===== src/rtl/cbk_pkg.sv =====
package cbk_pkg;
   typedef enum logic [1:0] {
      ST_IDLE  = 2'd0,
      ST_WAIT  = 2'd1,
      ST_IFRST = 2'd2,
      ST_GO    = 2'd3
   } bk_state_e;

   localparam logic [1:0] AB_LOAD_OVF = 2'd1;
   localparam logic [1:0] AB_POSTED   = 2'd2;
   localparam logic [1:0] AB_RX_TAKEN = 2'd3;
endpackage


===== src/rtl/cbk_load.sv =====
module cbk_load #(
   parameter int LOAD_W = 8
) (
   input  logic              clk,
   input  logic              rst_n,
   input  logic              clear,
   input  logic              grow,
   output logic [LOAD_W-1:0] load_q,
   output logic              full
);
   always_ff @(posedge clk) begin
      if (!rst_n)      load_q <= '0;
      else if (clear)  load_q <= '0;
      else if (grow)   load_q <= {load_q[LOAD_W-2:0], 1'b1};
   end

   assign full = load_q[LOAD_W-1];

   // without a clear the load never shrinks
   assert_load_monotonic_R2: assert property (@(posedge clk) disable iff (!rst_n)
      !clear |=> load_q >= $past(load_q));
   // growth is never requested once the top bit is set
   assert_no_grow_when_full_R3: assert property (@(posedge clk) disable iff (!rst_n)
      grow |-> !full);
endmodule


===== src/rtl/cbk_rand.sv =====
module cbk_rand #(
   parameter int CLK_W   = 16,
   parameter int RND_LSB = 6,
   parameter int RND_W   = 8,
   parameter int OUT_W   = 8
) (
   input  logic [RND_W-1:0] field,
   output logic [OUT_W-1:0] rnd_ext
);
   generate
      if (OUT_W == RND_W) begin : g_same
         assign rnd_ext = field;
      end else begin : g_ext
         assign rnd_ext = {{(OUT_W-RND_W){1'b0}}, field};
      end
      if (CLK_W < RND_LSB + RND_W) begin : g_bad_slice
         $error("random slice exceeds time counter width");
      end
   endgenerate
endmodule


===== src/rtl/cbk_tick.sv =====
module cbk_tick #(
   parameter int PERIOD = 4
) (
   input  logic clk,
   input  logic rst_n,
   input  logic run,
   output logic tick
);
   generate
      if (PERIOD < 1) begin : g_bad_period
         $error("tick period must be at least one cycle");
      end
      if (PERIOD == 1) begin : g_every
         assign tick = run;
      end else begin : g_count
         localparam int TW = $clog2(PERIOD);
         localparam logic [TW-1:0] LAST = TW'(PERIOD - 1);
         logic [TW-1:0] tcnt;
         always_ff @(posedge clk) begin
            if (!rst_n || !run)  tcnt <= '0;
            else if (tcnt == LAST) tcnt <= '0;
            else                 tcnt <= tcnt + TW'(1);
         end
         assign tick = run && (tcnt == LAST);
         // ticks are isolated single-cycle strobes
         assert_tick_single_R5: assert property (@(posedge clk) disable iff (!rst_n)
            tick |=> !tick);
      end
   endgenerate
endmodule


===== src/rtl/cbk_filter.sv =====
module cbk_filter #(
   parameter int ADDR_W    = 8,
   parameter bit FILTER_EN = 1'b1
) (
   input  logic [ADDR_W-1:0] dst,
   input  logic [ADDR_W-1:0] station,
   output logic              accept
);
   generate
      if (FILTER_EN) begin : g_filter
         logic promisc, bcast, mine;
         assign promisc = (station == '0);
         assign bcast   = (dst == '0);
         assign mine    = (dst == station);
         assign accept  = promisc | bcast | mine;
      end else begin : g_all
         logic unused_addr;
         assign unused_addr = ^{dst, station};
         assign accept = 1'b1;
      end
   endgenerate
endmodule


===== src/rtl/collision_backoff.sv =====
module collision_backoff
   import cbk_pkg::*;
#(
   parameter int LOAD_W      = 8,
   parameter int CLK_W       = 16,
   parameter int RND_LSB     = 6,
   parameter int RND_W       = 8,
   parameter int ADDR_W      = 8,
   parameter int TICK_CYCLES = 9250,
   parameter bit FILTER_EN   = 1'b1
) (
   input  logic              clk,
   input  logic              rst_n,
   input  logic              reset_cmd,
   input  logic              collision,
   input  logic [CLK_W-1:0]  free_clk,
   input  logic              post_event,
   input  logic              rx_enabled,
   input  logic              pkt_arrive,
   input  logic [ADDR_W-1:0] pkt_dst,
   input  logic [ADDR_W-1:0] station_addr,
   output logic              if_reset,
   output logic              tx_start,
   output logic              abort,
   output logic [1:0]        abort_code
);
   typedef logic [LOAD_W-1:0] cnt_t;
   localparam cnt_t CNT_ONE = cnt_t'(1);

   generate
      if (LOAD_W < RND_W) begin : g_bad_load
         $error("load must be at least as wide as the random field");
      end
   endgenerate

   bk_state_e  state;
   cnt_t       cnt_q;
   cnt_t       load_q;
   cnt_t       rnd_ext;
   logic       load_full, tick, accept;
   logic       in_idle, in_wait, start_bk, ovf, rx_take;
   logic       abort_q;
   logic [1:0] code_q;
   logic       unused_clk_bits;

   assign unused_clk_bits = ^free_clk;

   assign in_idle  = (state == ST_IDLE);
   assign in_wait  = (state == ST_WAIT);
   assign start_bk = in_idle && collision && !reset_cmd && !load_full;
   assign ovf      = in_idle && collision && !reset_cmd && load_full;
   assign rx_take  = in_wait && pkt_arrive && rx_enabled && accept;

   cbk_load #(.LOAD_W(LOAD_W)) u_load (
      .clk(clk), .rst_n(rst_n), .clear(reset_cmd), .grow(start_bk),
      .load_q(load_q), .full(load_full));

   cbk_rand #(.CLK_W(CLK_W), .RND_LSB(RND_LSB), .RND_W(RND_W), .OUT_W(LOAD_W)) u_rand (
      .field(free_clk[RND_LSB +: RND_W]), .rnd_ext(rnd_ext));

   cbk_tick #(.PERIOD(TICK_CYCLES)) u_tick (
      .clk(clk), .rst_n(rst_n), .run(in_wait), .tick(tick));

   cbk_filter #(.ADDR_W(ADDR_W), .FILTER_EN(FILTER_EN)) u_filter (
      .dst(pkt_dst), .station(station_addr), .accept(accept));

   always_ff @(posedge clk) begin
      if (!rst_n) begin
         state   <= ST_IDLE;
         cnt_q   <= '0;
         abort_q <= 1'b0;
         code_q  <= 2'd0;
      end else begin
         abort_q <= 1'b0;
         if (reset_cmd) begin
            state <= ST_IDLE;
         end else begin
            case (state)
               ST_IDLE: begin
                  if (start_bk) begin
                     state <= ST_WAIT;
                     cnt_q <= rnd_ext & load_q;
                  end else if (ovf) begin
                     abort_q <= 1'b1;
                     code_q  <= AB_LOAD_OVF;
                  end
               end
               ST_WAIT: begin
                  if (post_event) begin
                     state   <= ST_IDLE;
                     abort_q <= 1'b1;
                     code_q  <= AB_POSTED;
                  end else if (rx_take) begin
                     state   <= ST_IDLE;
                     abort_q <= 1'b1;
                     code_q  <= AB_RX_TAKEN;
                  end else if (cnt_q == '0) begin
                     state <= ST_IFRST;
                  end else if (tick) begin
                     cnt_q <= cnt_q - CNT_ONE;
                  end
               end
               ST_IFRST: state <= ST_GO;
               default:  state <= ST_IDLE;
            endcase
         end
      end
   end

   assign if_reset   = (state == ST_IFRST);
   assign tx_start   = (state == ST_GO);
   assign abort      = abort_q;
   assign abort_code = code_q;

   // the transmitter never starts without a reset the cycle before
   assert_reset_before_start_R6: assert property (@(posedge clk) disable iff (!rst_n)
      tx_start |-> $past(if_reset));
   // the countdown holds or steps down by exactly one while waiting
   assert_single_step_R5: assert property (@(posedge clk) disable iff (!rst_n)
      (in_wait && $past(in_wait)) |-> (cnt_q == $past(cnt_q) || cnt_q == $past(cnt_q) - CNT_ONE));
   // an overflow abort only with the load's top bit set
   assert_ovf_needs_full_R3: assert property (@(posedge clk) disable iff (!rst_n)
      (abort && abort_code == AB_LOAD_OVF) |-> load_full);
   // a receive abort follows an enabled packet arrival
   assert_rx_abort_cause_R8: assert property (@(posedge clk) disable iff (!rst_n)
      (abort && abort_code == AB_RX_TAKEN) |-> $past(pkt_arrive && rx_enabled));
   // a post abort follows a post event
   assert_post_abort_cause_R7: assert property (@(posedge clk) disable iff (!rst_n)
      (abort && abort_code == AB_POSTED) |-> $past(post_event));
   // at most one of the three outputs per cycle
   assert_outputs_exclusive_R6: assert property (@(posedge clk) disable iff (!rst_n)
      $onehot0({if_reset, tx_start, abort}));
endmodule


===== config.mk =====
export PLATFORM = sky130hd
export DESIGN_NAME = collision_backoff
export DESIGN_NICKNAME = d
export VERILOG_FILES = /design/src/rtl/cbk_pkg.sv /design/src/rtl/cbk_load.sv /design/src/rtl/cbk_rand.sv /design/src/rtl/cbk_tick.sv /design/src/rtl/cbk_filter.sv /design/src/rtl/collision_backoff.sv
export SDC_FILE = /design/constraint.sdc
export NUM_CORES = 1
export LEC_CHECK = 0
export BUFFER_PORTS_ARGS = -buffer_cell sky130_fd_sc_hd__buf_2
export CORE_MARGIN = 2
export CORE_UTILIZATION = 55
export CTS_CLUSTER_DIAMETER = 150
export DETAILED_ROUTE_END_ITERATION = 12
export GPL_ROUTABILITY_DRIVEN = 0
export PLACE_DENSITY = 0.81
export SKIP_LAST_GASP = 1
export SYNTH_ARGS = -nofsm -noshare
export SYNTH_HDL_FRONTEND = slang
export SYNTH_HIERARCHICAL = 1
export SYNTH_SLANG_ARGS = --single-unit

===== constraint.sdc =====
create_clock -name clk -period 3.4 [get_ports clk]
set_clock_uncertainty 0.1 [all_clocks]
set_input_delay 0.34 -clock clk [delete_from_list [all_inputs] [get_ports clk]]
set_output_delay 0.34 -clock clk [all_outputs]
set_load 0.02 [all_outputs]

==> summary.txt <==
Run status
  • Status: finished, final reports clean

Global routing
  • Largest net degree at the start of global routing: 17
  • All-Layer GR Usage: ~20%
  • Total gr overflow: 0
  • Global-route wire length before repair: 6510 microns
  • Initial antenna violation count: 0
  • Vias in the first global route: 1564

STA
  • Setup violators final: 0
  • F_max: 0.359 GHz
  • Worst-Margin Slew: 0.663 ns
  • Pins over their slew limit: 0
  • RSZ-0062 raised after global routing: no
  • Fin Setup TNS: 0 ns
  • Hold_ws: slightly above 0.09 ns
  • Hold Vio Cnt, Final: 0
  • Tcrit/Tclk final: 82.0%
  • Post-layout min period: 2.79 ns
  • Slew headroom: 55.8%

Place
  • Final HPWL DP: 2790 microns
  • Count of port buffers added during placement: 35
  • Placed inst area: 2070 sq um

Clock network
  • Clock latency on the worst-skew pair: 0.35 ns
  • CTS tree: done
  • H-tree level count: 2
  • Num CTS Buffers: 5
  • Clock-pin slew on the worst setup and hold paths: 0.11 ns
  • Post-cts sizing count: 0
  • Num Clock Sinks: 35
  • Clk Tree Root Cell: clkbuf_4
  • Number of post-CTS setup repair buffers: 0
  • CTS Hold Bufs: 0
  • CTS max path bufs: 2

Yosys
  • Largest area contributor in the netlist: dfxtp_1
  • Largest cells by area after synthesis: dfxtp_1 (36%), xnor2_1 (7.1%), nor2_1 (6.1%)
  • Prevailing post-synth register cell: dfxtp_1
  • Syn_area_per_cell: 8.77 sq um
  • Synth cell count leaders: dfxtp_1 (35), nor2_1 (32), xnor2_1 (16), nand2_1 (13), nand3_1 (11)
  • Cell count after synthesis: approximately 220
  • Seq/Total Area, Yosys: 35.7%
  • FF+latch count, synth: 35
  • Synth cell types: 46
  • Async set-reset flop share out of synthesis: 0%
  • EDFF count, synth: 0
  • Synthesized net count: between 200 and 300
  • Warning count from the yosys run: 6
  • Most frequent cell after synthesis: dfxtp_1
  • Synth Cell Area: 1960 sq um
  • Yosys top cell area share: 35.7%

Routing
  • WL final: 3650 microns
  • Via density: between 5 and 6
  • WL per Instance: between 10 and 15 microns
  • Post-route ant nets: 0
  • DR vias: 1605
  • DRC: 0
  • DR pass1 iterations: 4
  • DRT iter0 DRCs: 87

Setup path
  • Max incr delay on CP: 0.59 ns
  • Critical path arrival: 2.94 ns
  • CP Launch Type: flip-flop
  • Crit path top cell by count: and4_1
  • R2R Setup Slk: 0.61 ns
  • Delay-heaviest family, CP: compound AO/OA/AOI/OAI gates
  • Slowest stage cell, crit path: a221oi_4
  • Critical Path RT: 3.56 ns
  • Cells along the critical path: ha_1 > nor4b_1 > and4_1 > and4_1 > inv_1 > a31o_2 > a221oi_4 > o21ai_1 > a221oi_1
  • Worst Path Buf+Inv: 1
  • Critical path class: reg -> reg
  • Critical path fanouts, max: 15
  • CP endpoint kind: flip-flop

Die
  • DIE AREA: around 4000 sq um
  • Number of I/O pins: 44
  • Num rows: 21
  • Die H: 63.8 microns
  • Core area: 3390 sq um
  • Initial Util: 58.0%
  • Die X-Extent: 63.8 microns

Cells and area
  • NumNets Final: 293
  • Fill cells: 312
  • Layout cells sized above 1: a little under a quarter
  • Synthesis-to-finish area growth: 7.83%
  • Antenna cells: 0
  • Multi-input gate area: 1090 sq um
  • Final core utilization: between 60% and 70%
  • Register area: 701 sq um
  • Post-route cell area: 2120 sq um

Pwr
  • Power Dens Cells: 348 nW/um^2
  • VDD IR max: 0.285 mV
  • Total power: 736 uW
  • Leak: 0.796 nW

Min path
  • Min-Delay Path Class: in -> reg

Run
  • Max-cap violations: 0
routing by layer:
metal | share of wire (%) | wire length, microns | GRT usage, % | up-vias
met5 | 0 | 0 | 0 | -
met2 | 50 | 1820 | 34.6 | 17
li1 | - | - | - | 832
met4 | 2.0 | 72 | 10.3 | 0
met3 | 2.8 | 103 | 5.11 | 10
met1 | 45 | 1660 | 23.6 | 746
registers in the layout, summed over array words and instances (netlist names):
signal / flops
u_tick/g_count.tcnt: 14
cnt_q: 8
u_load/load_q: 8
abort_code: 2
state: 2
abort: 1
worst register-to-register path, stage by stage, from the launching register on:
cell and delay [ns]:
dfxtp_1 0.40, ha_1 0.16, nor4b_1 0.24, and4_1 0.26, and4_1 0.19, inv_1 0.04
a31o_2 0.22, a221oi_4 0.59, o21ai_1 0.18, a221oi_1 0.32
area by class of cell:
type / instances / share of cell area (%)
Multi-Input combinational cell: 161 / 51.3
Inverter: 11 / 1.95
Clock inverter: 1 / 0.236
Clock buffer: 7 / 2.13
Timing Repair Buffer: 36 / 8.62
Sequential cell: 35 / 33.1
Tap cell: 46 / 2.72
stage by stage:
stage	cells	setup WS (ns)
3_5_place_dp	289	0.668
4_1_cts	297	0.631
6_report	297	0.612
5_1_grt	297	0.414
3_3_place_gp	289	0.662
2_1_floorplan	224	1.15
path summary, 6_finish.rpt:
check             cells after the start                      to                    from
setup reg to reg                      9                cnt_q[3]  u_tick/g_count.tcnt[0]
hold / removal                        2           abort_code[0]              post_event
hold reg to reg                       1  u_tick/g_count.tcnt[0]  u_tick/g_count.tcnt[0]
setup / recovery                      9                cnt_q[3]  u_tick/g_count.tcnt[0]
kinds of logic after synthesis:
kind of cell	synth area share, %
multiplexers	4.08
AO/OA/AOI/OAI	12.7
AND/OR/NAND/NOR	26.2
adder cells (fa/ha/maj)	2.55
buffers and inverters	9.04
XOR/XNOR	9.81
flip-flops	35.7
report_power, final:
group	total (mW)	leakage (nW)	switching, mW	internal [mW]
registers	0.422	0.283	0.00622	0.416
logic	0.0966	0.484	0.0530	0.0436
clock network	0.217	0.0293	0.137	0.0805
total	0.736	0.796	0.196	0.540
placed cells by master, fill, tap and decap left out, types with 3 or more instances in the layout:
cell type / instances
a21oi_1: 4
a31o_2: 4
a31oi_1: 3
and3_1: 3
and4_1: 3
buf_2: 35
clkbuf_4: 5
dfxtp_1: 35
ha_1: 4
inv_1: 10
mux2i_1: 8
nand2_1: 13
nand2b_1: 4
nand3_1: 11
nand4_1: 4
nor2_1: 32
nor2b_1: 3
nor3_1: 3
nor4_1: 6
o21ai_0: 10
xnor2_1: 16
xor2_1: 6
No activity file was read; power rests on OpenSTA's default activity.
